[src/rtl/bsx_pkg.sv]
package bsx_pkg;
  localparam int DATA_W  = 64;
  localparam int HALF_W  = 16;
  localparam int BYTE_W  = 8;
  localparam int WORD_W  = 32;
  localparam int N_HALF  = DATA_W / HALF_W;
  localparam int REG_IDX_W = 5;

  localparam logic [5:0] OPC_SPECIAL = 6'b011111;
  localparam logic [5:0] FN_GRP32    = 6'b100000;
  localparam logic [5:0] FN_GRP64    = 6'b100100;
  localparam logic [4:0] SEL_BSWAP   = 5'b00010;
  localparam logic [4:0] SEL_SEXTB   = 5'b10000;
  localparam logic [4:0] SEL_SEXTH   = 5'b11000;
  localparam logic [4:0] SEL_HREV    = 5'b00101;

  typedef struct packed {
    logic swapB32;
    logic sextB;
    logic sextH;
    logic swapB64;
    logic revH;
  } bsxStrobe_t;
endpackage

[src/rtl/bsx_ctrl.sv]
module bsx_ctrl
  import bsx_pkg::*;
(
  input  logic [31:0]          instr,
  input  logic                 mode64,
  output bsxStrobe_t           strobe,
  output logic [REG_IDX_W-1:0] rdIdx,
  output logic                 wrEn,
  output logic                 resvInstr
);
  logic opMatch, grp32, grp64, claimed, rsZero;
  logic [4:0] sel;

  assign opMatch = (instr[31:26] == OPC_SPECIAL);
  assign grp32   = opMatch && (instr[5:0] == FN_GRP32);
  assign grp64   = opMatch && (instr[5:0] == FN_GRP64);
  assign claimed = grp32 || grp64;
  assign rsZero  = (instr[25:21] == 5'd0);
  assign sel     = instr[10:6];
  assign rdIdx   = instr[15:11];

  always_comb begin
    strobe = '0;
    if (rsZero) begin
      if (grp32) begin
        case (sel)
          SEL_BSWAP: strobe.swapB32 = 1'b1;
          SEL_SEXTB: strobe.sextB   = 1'b1;
          SEL_SEXTH: strobe.sextH   = 1'b1;
          default:   strobe = '0;
        endcase
      end else if (grp64 && mode64) begin
        case (sel)
          SEL_BSWAP: strobe.swapB64 = 1'b1;
          SEL_HREV:  strobe.revH    = 1'b1;
          default:   strobe = '0;
        endcase
      end
    end
  end

  assign wrEn      = |strobe;
  assign resvInstr = claimed && !wrEn;

  always_comb begin
    a_r9_onehot_strobe: assert ($onehot0(strobe));
    a_r9_no_write_and_resv: assert (!(wrEn && resvInstr));
    if (grp64 && !mode64) a_r7_mode_block: assert (!wrEn && resvInstr);
    if (!claimed) a_r1_unclaimed_quiet: assert (!wrEn && !resvInstr);
  end
endmodule

[src/rtl/bsx_datapath.sv]
module bsx_datapath
  import bsx_pkg::*;
(
  input  logic [DATA_W-1:0] rtVal,
  input  bsxStrobe_t        strobe,
  output logic [DATA_W-1:0] result
);
  logic [DATA_W-1:0] byteSwapped;
  logic [DATA_W-1:0] halfReversed;
  logic [WORD_W-1:0] lowSwapped;

  for (genvar h = 0; h < N_HALF; h++) begin : g_half
    assign byteSwapped[h*HALF_W +: HALF_W] =
      {rtVal[h*HALF_W +: BYTE_W], rtVal[h*HALF_W+BYTE_W +: BYTE_W]};
    assign halfReversed[h*HALF_W +: HALF_W] =
      rtVal[(N_HALF-1-h)*HALF_W +: HALF_W];
  end

  assign lowSwapped = byteSwapped[WORD_W-1:0];

  always_comb begin
    result = '0;
    if (strobe.swapB32)
      result = {{(DATA_W-WORD_W){lowSwapped[WORD_W-1]}}, lowSwapped};
    else if (strobe.sextB)
      result = {{(DATA_W-BYTE_W){rtVal[BYTE_W-1]}}, rtVal[BYTE_W-1:0]};
    else if (strobe.sextH)
      result = {{(DATA_W-HALF_W){rtVal[HALF_W-1]}}, rtVal[HALF_W-1:0]};
    else if (strobe.swapB64)
      result = byteSwapped;
    else if (strobe.revH)
      result = halfReversed;
  end

  always_comb begin
    if (strobe.swapB32 || strobe.sextB || strobe.sextH)
      a_r2_upper_is_extension: assert (result[DATA_W-1:WORD_W-1] == '0 ||
                                       result[DATA_W-1:WORD_W-1] == '1);
    if (strobe.swapB32) a_r2_sign_source: assert (result[WORD_W-1] == rtVal[23]);
    if (strobe.revH) a_r6_top_half: assert (result[DATA_W-1 -: HALF_W] == rtVal[HALF_W-1:0]);
    if (!(|strobe)) a_r8_zero_when_idle: assert (result == '0);
  end
endmodule

[src/rtl/bsx_unit.sv]
module bsx_unit
  import bsx_pkg::*;
(
  input  logic [31:0] instr,
  input  logic [63:0] rtVal,
  input  logic        mode64,
  output logic [63:0] result,
  output logic [4:0]  rdIdx,
  output logic        wrEn,
  output logic        resvInstr
);
  bsxStrobe_t strobe;

  bsx_ctrl u_ctrl (
    .instr(instr), .mode64(mode64), .strobe(strobe),
    .rdIdx(rdIdx), .wrEn(wrEn), .resvInstr(resvInstr)
  );

  bsx_datapath u_dp (
    .rtVal(rtVal), .strobe(strobe), .result(result)
  );
endmodule

[config.mk]
export PLATFORM = sky130hd
export DESIGN_NAME = bsx_unit
export DESIGN_NICKNAME = d
export VERILOG_FILES = /design/src/rtl/bsx_pkg.sv /design/src/rtl/bsx_ctrl.sv /design/src/rtl/bsx_datapath.sv /design/src/rtl/bsx_unit.sv
export SDC_FILE = /design/constraint.sdc
export NUM_CORES = 1
export LEC_CHECK = 0
export CELL_PAD_IN_SITES_DETAIL_PLACEMENT = 1
export CELL_PAD_IN_SITES_GLOBAL_PLACEMENT = 1
export CORE_MARGIN = 10
export CORE_UTILIZATION = 30
export DETAILED_ROUTE_END_ITERATION = 6
export DONT_BUFFER_PORTS = 1
export MAX_ROUTING_LAYER = met4
export PLACE_DENSITY = 0.74
export SYNTH_ARGS = -nofsm -noshare
export SYNTH_HDL_FRONTEND = slang
export SYNTH_SLANG_ARGS = --single-unit
[constraint.sdc]
create_clock -name vclk -period 6.3
set_clock_uncertainty 0.15 [all_clocks]
set_input_delay 0.945 -clock vclk [all_inputs]
set_output_delay 0.945 -clock vclk [all_outputs]
set_load 0.005 [all_outputs]
Yosys cells after proc, flatten, opt, wreduce, memory -nomap -nowiden

Cells that the tools add are included.

Reduce and logical (&&, ||, !) cells: 8
Eq/ne operators: 7
Muxes and demuxes: 12

Operator list:

| kind               | count |
|---|---|
| $mux 64            | 5 |
| $eq 6x6->1 const B | 2 |
| $eq 5x5->1 const B | 2 |
| $mux 5             | 2 |
| $eq 6x5->1 const B | 1 |
| $eq 5x2->1 const B | 1 |
| $eq 5x3->1 const B | 1 |
| $logic_not 5->1    | 1 |
| $reduce_or 5->1    | 1 |
| $logic_and 1x1->1  | 4 |
| $mux 1             | 4 |
| $mux 2             | 1 |
| $logic_not 1->1    | 1 |
| $logic_or 1x1->1   | 1 |

Logic and storage cells: 27
Flip-flop bits (word level): 0

Logic depth before layout (Yosys ltp)

Word-level depth: 11
Gate-level depth with buffers: 8

Modules after synthesis

From an unflattened synthesis, not the netlist that was laid out.

Cells, all modules: 263
Area, all modules: 1,856.8 um^2

Modules (own cells, without submodules):

| module       | sequential area each (um^2) | cells an instance | instances | area an instance (um^2) |
|---|---|---|---|---|
| bsx_datapath | 0.0                         | 232               | 1         | 1,657.8 |
| bsx_ctrl     | 0.0                         | 31                | 1         | 198.9 |

Least setup slack after synthesis

No wires, ideal clock.

Kind: input to output
From: input instr[21]
To: output result[0]
Buffers on the path: 2
Path slack: 2.526 ns
Stages on the path: 7
Arrival time: 2.679 ns
Path through: or4_1 > buf_2 > or2_1 > or3_1 > buf_4 > nand2_4 > a221o_1

Word-level cells in the longest chain between the ends: 7

RTL lines:

| element           | RTL line           | source |
|---|---|---|
| start, declared   | bsx_unit.sv:4      | `input logic [31:0] instr,` |
| $logic_not 5->1 * | bsx_ctrl.sv:18     | `assign rsZero = (instr[25:21] == 5'd0);` |
| $mux 5 *          | bsx_ctrl.sv:24     | `if (rsZero) begin` |
| $mux 64           | bsx_datapath.sv:31 | `else if (strobe.revH)` |
| $mux 64           | bsx_datapath.sv:29 | `else if (strobe.swapB64)` |
| $mux 64           | bsx_datapath.sv:27 | `else if (strobe.sextH)` |
| $mux 64           | bsx_datapath.sv:25 | `else if (strobe.sextB)` |
| $mux 64 *         | bsx_datapath.sv:23 | `if (strobe.swapB32)` |
| end, declared     | bsx_unit.sv:7      | `output logic [63:0] result,` |

Every way passes the cells marked *; elsewhere a longest branch is shown, timed or not.

Worst setup path in the final report

From: input instr[21]
To: output result[62]

Same word-level chain as after synthesis.

==> metrics list <==
* Vias after detailed routing: approximately 2300
- Post-detailed-route via-to-cell ratio: 6.853
* Worst Path Buf+Inv: 1
* Cell with the most instances after synthesis: sky130_fd_sc_hd__nand2_1
- Total wire length: ~9.6 mm
- Data arrives at the worst endpoint at 3830 ps.
- Seq_cells: 0
- Startpoint of the lowest-slack hold path: instr[14]
- Summing all placed instances gives a cell area of 1732 um^2.
- Dividing the synthesized area by the synthesized cell count gives 5.833 um^2.
- Worst min-delay path class: in2out
- Entering global routing, the biggest net connects 42 pins.
* Final routed wire length divided by cell count: 28.01 um
- The count of buffers added on input and output ports is 0.
* Kind of launch point of the worst setup path: input port
- Fraction of the yosys area taken by sequential cells: 0%
- Summed over all nets, the switching power comes to 18.03 uW.
- Detailed router's first-iteration violation count: 122
- Synthesis produced 299 cells.
* Top cells by count, synth: sky130_fd_sc_hd__nand2_1, sky130_fd_sc_hd__a21oi_1, sky130_fd_sc_hd__a22o_1
* Number of violations of the max-capacitance limit: 0
* Power per unit of standard cell area: approximately 19 nW/um^2
- The synthesized design devotes to its leading area cell type about 16% of total area.
* Setup repair after global routing missed its margin: no
* Total DRC errors in the routed layout: 0
- The run finished with clean final reports.
- The layout has 0 clock buffers.
- Headroom to the max-slew limit came out at 15.21%.
- Layout Cell Area excl Fill: 1732 um^2
- 0 antenna diodes ended up in the layout.
- Across the VDD grid, the largest voltage drop is 0.00001730 V.
* RD Place Congestion: roughly 0.84
- Count of different cell masters after synthesis: 42
* WS Path Type: in2out
* Worst EP required: 5200 ps
- Clock Power Share: 0%
* Iteration count of the initial detailed-routing pass: 4
* Portion of the clock cycle consumed by the worst path in the final layout: roughly 80%
- # resized after CTS: 0
- Final TNS setup: 0 ps
- Total setup buffers inserted after CTS: 0
- Cell taking the most area after synthesis: sky130_fd_sc_hd__a22o_1
* Area of all sequential standard cells: 0 um^2
- Post-route ant nets: 0
- Buffers inserted to repair hold after CTS numbered 0.
- In the final design database the tool counted 368 nets.
- The number of nets in the synthesized netlist is 396.
- Antenna violations before repair: 0
- Wire length of the first global-routing pass: 13.99 mm
* Effective utilization at floorplan: 31.29%
- The slowest stage of the critical path is the sky130_fd_sc_hd__nor2_1 cell.
- Reported leakage power: 0.5706 nW
- The worst hold path passes through 0 cells.
- The worst setup path is captured at a primary output.
* Number of warning messages in the yosys log: 0
- The count of endpoints failing hold in the final timing report came to 0.
* I/O pin cnt: 168
- Fin crit period: 4921 ps
- The initialized floorplan defines 27 standard-cell rows.
* Kind of cell adding the most delay to the critical path: simple AND/OR/NAND/NOR gates
* Vias in the first global route: 2418
- Summed over all nets, the half-perimeter wirelength after detailed placement is about 7.6 mm.
* Final setup vio count: 0
* Cell Int Power: 14.70 uW
* Fraction of layout cells with a size suffix above 1: 6.691%
* Overflow left after global routing: 0
* Hold Path End: rdIdx[3]
* Final slew viol count: 0
- Traced cell by cell, the critical path runs through or4_1, nor2_1, nand4_2, o211ai_2, buf_4, a21oi_1.
* Chip Height: 96.25 um
* Post-synthesis to final-layout area growth: -0.7174%
- Derived from the worst setup path, the maximum achievable clock frequency is 203.2 MHz.
- In this run the horizontal extent of the chip is 96.25 um.
- The largest single stage delay on the critical path is 710 ps.
- Registers are responsible for 0% of the overall power.
* Startpoint of the most critical setup path: instr[21]
- The core region is 5574 um^2.
- The die covers roughly 9300 um^2.
* Switch share: 55.08%
- Gr usage total: about 19%
* Cell types with the largest area share after synthesis: sky130_fd_sc_hd__a22o_1, sky130_fd_sc_hd__nand2_1, sky130_fd_sc_hd__a21oi_1
* Combinational power share: 100.0%
- The cell area that synthesis handed to floorplanning was 1744 um^2.
* Worst-margin pin slew: 1272 ps
* Crit Path Max Fanout: 18
-- layer usage --
metal | GRT usage, % | vias to the layer above | part of all wire, %
met5 | - | - | 0
met4 | 4.054 | 0 | 2.1
met3 | 6.537 | 22 | 15
met2 | 33.13 | 142 | 48
met1 | 21.43 | 1114 | 35
li1 | - | 1059 | -
-- worst max-delay path by stage --
stage,slack [ps],depth (start not counted),to
after CTS,1350,5,result[18]
after detailed placement,1360,5,result[18]
after global placement,1460,5,result[18]
after floorplan,2530,7,result[0]
final,1380,6,result[62]
after global routing,1160,5,result[18]
-- power groups by stage --
stage	sequential (mW)	clock [mW]	combinational, mW
4_1_cts	0	0	0.0325
3_3_place_gp	0	0	0.0315
3_5_place_dp	0	0	0.0324
2_1_floorplan	0	0	0.0301
6_report	0	0	0.0327
5_1_grt	0	0	0.0359
-- through the flow --
stage / power (mW) / utilization (%) / hold WS, ps / worst slack [ps] / std cells
finish: 0.03274 / 31.07 / 1740 / 1379 / 341
global route: 0.03592 / 31.07 / 1740 / 1162 / 341
CTS: 0.03252 / 31.07 / 1740 / 1352 / 341
detailed placement: 0.03245 / 31.07 / 1740 / 1358 / 341
global placement: 0.03154 / 31.07 / 1740 / 1457 / 341
floorplan: 0.03012 / - / 1821 / 2526 / 299
-- layout by cell type, fill, tap and decap left out, types with 2 or more instances in the layout --
cell,synthesis,routed
sky130_fd_sc_hd__nor3b_2,1,2
sky130_fd_sc_hd__a21o_1,6,6
sky130_fd_sc_hd__nand3_1,16,16
sky130_fd_sc_hd__o21ai_1,2,2
sky130_fd_sc_hd__o21ai_0,6,6
sky130_fd_sc_hd__a221o_1,11,11
sky130_fd_sc_hd__nor2_1,19,19
sky130_fd_sc_hd__a31oi_1,15,15
sky130_fd_sc_hd__nand2_1,72,72
sky130_fd_sc_hd__a32o_1,6,6
sky130_fd_sc_hd__nor2b_1,3,3
sky130_fd_sc_hd__a22o_1,31,31
sky130_fd_sc_hd__inv_1,2,2
sky130_fd_sc_hd__buf_4,6,7
sky130_fd_sc_hd__a21oi_1,34,34
sky130_fd_sc_hd__and2_1,7,7
sky130_fd_sc_hd__nor4_1,8,8
-- logic make-up (layout without fill, tap and decap cells) --
logic type / Yosys count / after routing / synth area share [%]
XOR/XNOR: 1 / 1 / 0.5022
AO/OA/AOI/OAI: 113 / 113 / 46.56
buffers and inverters: 39 / 9 / 10.47
AND/OR/NAND/NOR: 146 / 146 / 42.47
-- final cells by class --
class / instances / area (um^2)
Inverter: 2 / 7.507
Timing Repair Buffer: 7 / 52.55
Fill cell: 743 / 3842
Tap cell: 72 / 90.09
Multi-Input combinational cell: 260 / 1582
Note: power is estimated with default switching activity, not from simulation.
